**src/rtl/stby_pkg.sv**
```systemverilog
package stby_pkg;

    typedef enum logic [1:0] {
        MODE_RUN  = 2'b00,
        MODE_STOP = 2'b01,
        MODE_HALT = 2'b10
    } stby_mode_e;

    typedef enum logic [1:0] {
        TSRC_MAIN = 2'b00,
        TSRC_SUB  = 2'b01,
        TSRC_EXT  = 2'b10,
        TSRC_CASC = 2'b11
    } tsrc_e;

    localparam int FIX_WDT   = 0;
    localparam int FIX_T16   = 1;
    localparam int FIX_ADC   = 2;
    localparam int FIX_MUL   = 3;
    localparam int FIXED_W   = 4;
    localparam int SEL_W     = 3;

    typedef struct packed {
        logic osc_en;
        logic mult_en;
        logic cpu_en;
        logic hold;
    } core_ctl_t;

    function automatic core_ctl_t ctl_for_mode(stby_mode_e m);
        core_ctl_t c;
        c.osc_en  = (m != MODE_STOP);
        c.mult_en = (m == MODE_RUN);
        c.cpu_en  = (m == MODE_RUN);
        c.hold    = (m != MODE_RUN);
        return c;
    endfunction

    function automatic int unsigned pick_exp(logic [SEL_W-1:0] sel,
                                             int unsigned e0, int unsigned e1,
                                             int unsigned e2, int unsigned e3);
        case (sel)
            3'd0:    return e0;
            3'd1:    return e1;
            3'd2:    return e2;
            default: return e3;
        endcase
    endfunction

endpackage

```
**src/rtl/stby_fsm.sv**
```systemverilog
module stby_fsm
    import stby_pkg::*;
(
    input  logic       clk,
    input  logic       rst,
    input  logic       stop_req,
    input  logic       wake,
    input  logic       stab_done,
    output stby_mode_e mode,
    output logic       stab_load
);

    stby_mode_e state_q, state_d;

    always_comb begin
        state_d   = state_q;
        stab_load = 1'b0;
        case (state_q)
            MODE_RUN: begin
                if (stop_req) begin
                    if (wake) begin
                        state_d   = MODE_HALT;
                        stab_load = 1'b1;
                    end else begin
                        state_d   = MODE_STOP;
                    end
                end
            end
            MODE_STOP: begin
                if (wake) begin
                    state_d   = MODE_HALT;
                    stab_load = 1'b1;
                end
            end
            MODE_HALT: begin
                if (stab_done) state_d = MODE_RUN;
            end
            default: state_d = MODE_RUN;
        endcase
    end

    always_ff @(posedge clk) begin
        if (rst) state_q <= MODE_RUN;
        else     state_q <= state_d;
    end

    assign mode = state_q;

endmodule

```
**src/rtl/stby_stab_cnt.sv**
```systemverilog
module stby_stab_cnt
    import stby_pkg::*;
#(
    parameter int unsigned STAB_EXP0 = 12,
    parameter int unsigned STAB_EXP1 = 15,
    parameter int unsigned STAB_EXP2 = 17,
    parameter int unsigned STAB_EXP3 = 19
) (
    input  logic             clk,
    input  logic             rst,
    input  logic             load,
    input  logic             in_halt,
    input  logic [SEL_W-1:0] sel,
    output logic             done
);

    localparam int unsigned CNT_W = (STAB_EXP3 < 1) ? 1 : STAB_EXP3;

    logic [CNT_W-1:0] cnt_q;
    logic [CNT_W-1:0] load_val;
    int unsigned      exp_sel;

    always_comb begin
        exp_sel  = pick_exp(sel, STAB_EXP0, STAB_EXP1, STAB_EXP2, STAB_EXP3);
        load_val = CNT_W'((64'd1 << exp_sel) - 64'd1);
    end

    always_ff @(posedge clk) begin
        if (rst)                         cnt_q <= '0;
        else if (load)                   cnt_q <= load_val;
        else if (in_halt && cnt_q != '0) cnt_q <= cnt_q - 1'b1;
    end

    assign done = (cnt_q == '0);

endmodule

```
**src/rtl/stby_periph_gate.sv**
```systemverilog
module stby_periph_gate
    import stby_pkg::*;
#(
    parameter int NUM_T8   = 3,
    parameter int NUM_SUBP = 3
) (
    input  logic                  is_run,
    input  logic [2*NUM_T8-1:0]   tmr_src,
    input  logic [NUM_SUBP-1:0]   subp_sel,
    input  logic                  sub_osc_on,
    output logic [FIXED_W-1:0]    fixed_clk_en,
    output logic [NUM_T8-1:0]     tmr8_clk_en,
    output logic [NUM_SUBP-1:0]   subp_clk_en
);

    logic [NUM_T8-1:0] t8_stop_on;

    always_comb begin
        logic casc_in;
        t8_stop_on = '0;
        for (int k = NUM_T8 - 1; k >= 0; k--) begin
            casc_in = (k == NUM_T8 - 1) ? 1'b0 : t8_stop_on[(k + 1) % NUM_T8];
            case (tsrc_e'(tmr_src[2*k +: 2]))
                TSRC_SUB:  t8_stop_on[k] = sub_osc_on;
                TSRC_EXT:  t8_stop_on[k] = 1'b1;
                TSRC_CASC: t8_stop_on[k] = casc_in;
                default:   t8_stop_on[k] = 1'b0;
            endcase
        end
    end

    assign fixed_clk_en = is_run ? {FIXED_W{1'b1}} : {FIXED_W{1'b0}};

    assign tmr8_clk_en = is_run ? {NUM_T8{1'b1}} : t8_stop_on;

    generate
        for (genvar i = 0; i < NUM_SUBP; i++) begin : g_subp
            assign subp_clk_en[i] = is_run | (subp_sel[i] & sub_osc_on);
        end
    endgenerate

endmodule

```
**src/rtl/stop_standby_ctrl.sv**
```systemverilog
module stop_standby_ctrl
    import stby_pkg::*;
#(
    parameter int          NUM_IRQ   = 8,
    parameter int          NUM_T8    = 3,
    parameter int          NUM_SUBP  = 3,
    parameter int unsigned STAB_EXP0 = 12,
    parameter int unsigned STAB_EXP1 = 15,
    parameter int unsigned STAB_EXP2 = 17,
    parameter int unsigned STAB_EXP3 = 19
) (
    input  logic                  clk,
    input  logic                  rst,
    input  logic                  stop_req,
    input  logic [NUM_IRQ-1:0]    irq_flag,
    input  logic [NUM_IRQ-1:0]    irq_mask,
    input  logic [2:0]            stab_sel,
    input  logic [2*NUM_T8-1:0]   tmr_src,
    input  logic [NUM_SUBP-1:0]   subp_sel,
    input  logic                  sub_osc_on,
    output logic                  main_osc_en,
    output logic                  mult_en,
    output logic                  cpu_clk_en,
    output logic                  port_hold,
    output logic [3:0]            fixed_clk_en,
    output logic [NUM_T8-1:0]     tmr8_clk_en,
    output logic [NUM_SUBP-1:0]   subp_clk_en,
    output logic [1:0]            mode
);

    stby_mode_e mode_s;
    logic       wake;
    logic       stab_load;
    logic       stab_done;
    core_ctl_t  ctl;

    assign wake = |(irq_flag & ~irq_mask);

    stby_fsm u_fsm (
        .clk       (clk),
        .rst       (rst),
        .stop_req  (stop_req),
        .wake      (wake),
        .stab_done (stab_done),
        .mode      (mode_s),
        .stab_load (stab_load)
    );

    stby_stab_cnt #(
        .STAB_EXP0 (STAB_EXP0),
        .STAB_EXP1 (STAB_EXP1),
        .STAB_EXP2 (STAB_EXP2),
        .STAB_EXP3 (STAB_EXP3)
    ) u_cnt (
        .clk     (clk),
        .rst     (rst),
        .load    (stab_load),
        .in_halt (mode_s == MODE_HALT),
        .sel     (stab_sel),
        .done    (stab_done)
    );

    stby_periph_gate #(
        .NUM_T8   (NUM_T8),
        .NUM_SUBP (NUM_SUBP)
    ) u_gate (
        .is_run       (mode_s == MODE_RUN),
        .tmr_src      (tmr_src),
        .subp_sel     (subp_sel),
        .sub_osc_on   (sub_osc_on),
        .fixed_clk_en (fixed_clk_en),
        .tmr8_clk_en  (tmr8_clk_en),
        .subp_clk_en  (subp_clk_en)
    );

    assign ctl         = ctl_for_mode(mode_s);
    assign main_osc_en = ctl.osc_en;
    assign mult_en     = ctl.mult_en;
    assign cpu_clk_en  = ctl.cpu_en;
    assign port_hold   = ctl.hold;
    assign mode        = mode_s;

endmodule

```
**config.mk**
```make
export PLATFORM = sky130hd
export DESIGN_NAME = stop_standby_ctrl
export DESIGN_NICKNAME = d
export VERILOG_FILES = /design/src/rtl/stby_pkg.sv /design/src/rtl/stby_fsm.sv /design/src/rtl/stby_stab_cnt.sv /design/src/rtl/stby_periph_gate.sv /design/src/rtl/stop_standby_ctrl.sv
export SDC_FILE = /design/constraint.sdc
export NUM_CORES = 1
export LEC_CHECK = 0
export CAP_MARGIN = 30
export CORE_UTILIZATION = 30
export CTS_CLUSTER_DIAMETER = 100
export DETAILED_ROUTE_END_ITERATION = 12
export SYNTH_ARGS = -nofsm -noshare
export SYNTH_HDL_FRONTEND = slang
export SYNTH_SLANG_ARGS = --single-unit
```
**constraint.sdc**
```tcl
create_clock -name clk -period 6.9 [get_ports clk]
set_input_delay 1.38 -clock clk [delete_from_list [all_inputs] [get_ports clk]]
set_output_delay 1.38 -clock clk [all_outputs]
set_load 0.02 [all_outputs]
```
==> flow_metrics.env <==
export IMPL_slew_limit_headroom=0.403
export IMPL_min_from="u_cnt.cnt_q[1]"
export IMPL_cap_violations=0
export IMPL_slowest_delay_ps=600
export IMPL_setup_worst_path_end_class="primary output"
export IMPL_crit_arrival_ps=3470
export IMPL_num_vias=1572
export IMPL_syn_to_final_growth_pct=33.7
export IMPL_grt_pass1_vias=1402
export IMPL_dieArea_sq_um=5720
export IMPL_ir_drop_v=0.000126
export IMPL_dp_cells=302
export IMPL_path_common_cell="clkdlybuf4s50_1"
export IMPL_tritoncts="yes"
export IMPL_postRouteWirelength_um=3990
export IMPL_synth_top_area_cell="dfxtp_1"
export IMPL_power_leakage_nw=0.776
export IMPL_die_y_um=75.6
export IMPL_synth_area_top_cells="dfxtp_1 (26%), a21oi_1 (5.5%), xnor2_1 (4.8%)"
export IMPL_drcViolationCount=0
export IMPL_synth_seq_cells=21
export IMPL_yosysWarningCount=0
export IMPL_clock_path_buffers=2
export IMPL_dpl_hpwl_um=3020
export IMPL_timing_hold_violations_final=0
export IMPL_rsz0062_at_grt="no"
export IMPL_crit_required_ps=5520
export IMPL_syn_mean_instance_area_sq_um=8.26
export IMPL_post_route_min_period_ps=4850
export IMPL_drt_iter0_markers=66
export IMPL_fp_row_count=26
export IMPL_worst_hold_slack_ps=495
export IMPL_die_w_um=75.6
export IMPL_timing_final_crit_share=0.703
export IMPL_synthArstFlopShare=0
export IMPL_clkTransAtPathRegs_ps=80
export IMPL_cts_sinks=21
export IMPL_reg2reg_depth=10
export IMPL_fin_skew_ps=2.61
export IMPL_outcome="finished, final reports clean"
export IMPL_avgViaCountPerCell=5.14
export IMPL_max_freq_mhz=206
export IMPL_cp_max_fo=3
export IMPL_startpoint="tmr_src[4]"
export IMPL_gp_congestion=0.784
export IMPL_slew_viol_final=0
export IMPL_grt_usage=0.148
export IMPL_nNetsFinal=272
export IMPL_finalPower_uw=440
export IMPL_core_area_sq_um=5170
export IMPL_yosysTopAreaCellShare=0.258
export IMPL_cp_top_family="buffers and inverters"
export IMPL_ys_types=61
export IMPL_finalNonFillerCells=306
export IMPL_crit_buf_inv=3
export IMPL_worst_pin_slew_ps=894
export IMPL_grt_pass1_wl_um=6450
export IMPL_holdBufCountCts=0
export IMPL_synth_edf_count=0
export IMPL_antenna_cells=0
export IMPL_cts_root_buf="clkbuf_8"
export IMPL_cts_buffers=3
export IMPL_drive_above_1_share=0.0975
export IMPL_slowest_stage="clkdlybuf4s50_1"
export IMPL_synth_cells=197
export IMPL_ant_nets=0
export IMPL_grt_antenna_before_repair=0
export IMPL_min_path_type="flop to flop"
export IMPL_drtPass1Iterations=4
export IMPL_worstPathCellList="clkdlybuf4s50_1, inv_1, ha_1, nand3b_1, o21ai_0, a22oi_1, a31o_2, nand2_1, clkdlybuf4s50_1"
export IMPL_clk_latency_ps=270
export IMPL_post_drt_wl_per_cell_um=13.0
export IMPL_reg2reg_from="u_fsm.mode[1]"
export IMPL_h_tree_depth=1
export IMPL_hold_path_depth=2
export IMPL_synth_nets=232
export IMPL_finalSetupViolations=0
export IMPL_yosysSeqAreaShare=0.258
export IMPL_cts_resized=0
export IMPL_setup_tns_ps=0
export IMPL_port_buffers=47
export IMPL_synth_ff_type="dfxtp_1"
export IMPL_grt_max_degree=34
export IMPL_cp_depth=9
export IMPL_initial_core_util=0.314
export IMPL_powerDensity_nw_per_um2=202
export IMPL_critical_path_class="primary input to primary output"
export IMPL_post_cts_buffers=0
export IMPL_worstSetupStartpointType="primary input"
export IMPL_synth_area_sq_um=1630
export IMPL_ios=48
export IMPL_grt_ovfl_total=0
cell usage after synthesis, types with 2 or more instances:
| library cell | number |
|---|---|
| or2_2 | 2 |
| buf_4 | 5 |
| nand4_1 | 7 |
| nor4_2 | 2 |
| buf_2 | 3 |
| a211oi_1 | 4 |
| and2_1 | 2 |
| nor2_1 | 12 |
| o22ai_1 | 3 |
| and3_1 | 2 |
| nor3b_1 | 2 |
| nor4_4 | 3 |
| nand3b_1 | 4 |
| a21oi_1 | 18 |
| xnor2_1 | 9 |
| ha_1 | 3 |
| a211oi_2 | 3 |
| o21ai_0 | 5 |
| nand2b_1 | 5 |
| inv_1 | 12 |
| nand2_1 | 15 |
| o31ai_1 | 2 |
| clkbuf_1 | 5 |
| nor3_1 | 3 |
| or3_1 | 3 |
| nand3_1 | 3 |
| o2111ai_1 | 2 |
| mux2i_1 | 5 |
| dfxtp_1 | 21 |
cells by family (layout without fill, tap and decap cells):
family,Yosys count,after routing,share of synthesized area
compound gates,55,55,0.241
xor+xnor,9,9,0.0485
fa+ha+maj,3,3,0.0231
buf+inv,26,65,0.0738
flops,21,21,0.258
mux,7,7,0.0446
simple gates,76,76,0.311
stage by stage:
stage	cell area [sq um]	setup WS, ps	utilization
floorplan	1630	3110	-
global placement	2130	2060	0.412
detailed placement	2130	2050	0.412
CTS	2170	2040	0.420
global route	2170	1950	0.420
finish	2170	2050	0.420
state kept, by name, indices dropped and copies added, names as in the netlist:
name         cells
u_cnt.cnt_q     19
u_fsm.mode       2
path summary, 6_finish.rpt:
check	endpoint	slack (ps)
max	tmr8_clk_en[0]	2050
min	u_cnt.cnt_q[1]	490
max reg2reg	u_cnt.cnt_q[14]	4250
min reg2reg	u_cnt.cnt_q[1]	490
cells in the final DEF, fill, tap and decap left out, types with 2 or more instances in the layout:
cell type / count
a211oi_1: 4
a211oi_2: 3
a21oi_1: 18
and2_1: 2
and3_1: 2
clkbuf_8: 3
clkdlybuf4s50_1: 47
dfxtp_1: 21
ha_1: 3
inv_1: 12
mux2i_1: 5
nand2_1: 15
nand2b_1: 5
nand3_1: 3
nand3b_1: 4
nand4_1: 7
nor2_1: 12
nor3_1: 3
nor3b_1: 2
nor4_2: 2
nor4_4: 3
o2111ai_1: 2
o21ai_0: 5
o22ai_1: 3
o31ai_1: 2
or2_2: 2
or3_1: 3
xnor2_1: 9
tightest hold or removal path: stages, from the launching register on:
cell and delay, ps:
dfxtp_1 320, nand4_1 70, o31ai_1 60
layer usage:
metal / global-route usage / wire length (um) / vias to the layer above
met5: 0 / 0 / -
met4: 0.0432 / 66 / 0
met3: 0.0317 / 105 / 7
met2: 0.258 / 1940 / 23
met1: 0.184 / 1880 / 732
li1: - / - / 810
final cells by class:
| class | instances | area, sq um |
|---|---|---|
| clock buffers | 4 | 45.0 |
| fillers | 531 | 3000 |
| inverters | 13 | 48.8 |
| multi-input cells | 150 | 1090 |
| flip-flops and latches | 21 | 420 |
| well taps | 70 | 87.6 |
| repair buffers | 48 | 478 |
where the power goes:
group / internal, mW / leakage, nW / switching, mW
combinational: 0.0871 / 0.579 / 0.100
sequential: 0.141 / 0.175 / 0.0279
clock: 0.0413 / 0.0228 / 0.0422
total: 0.269 / 0.776 / 0.170
Power figures use the tool's default switching activity.
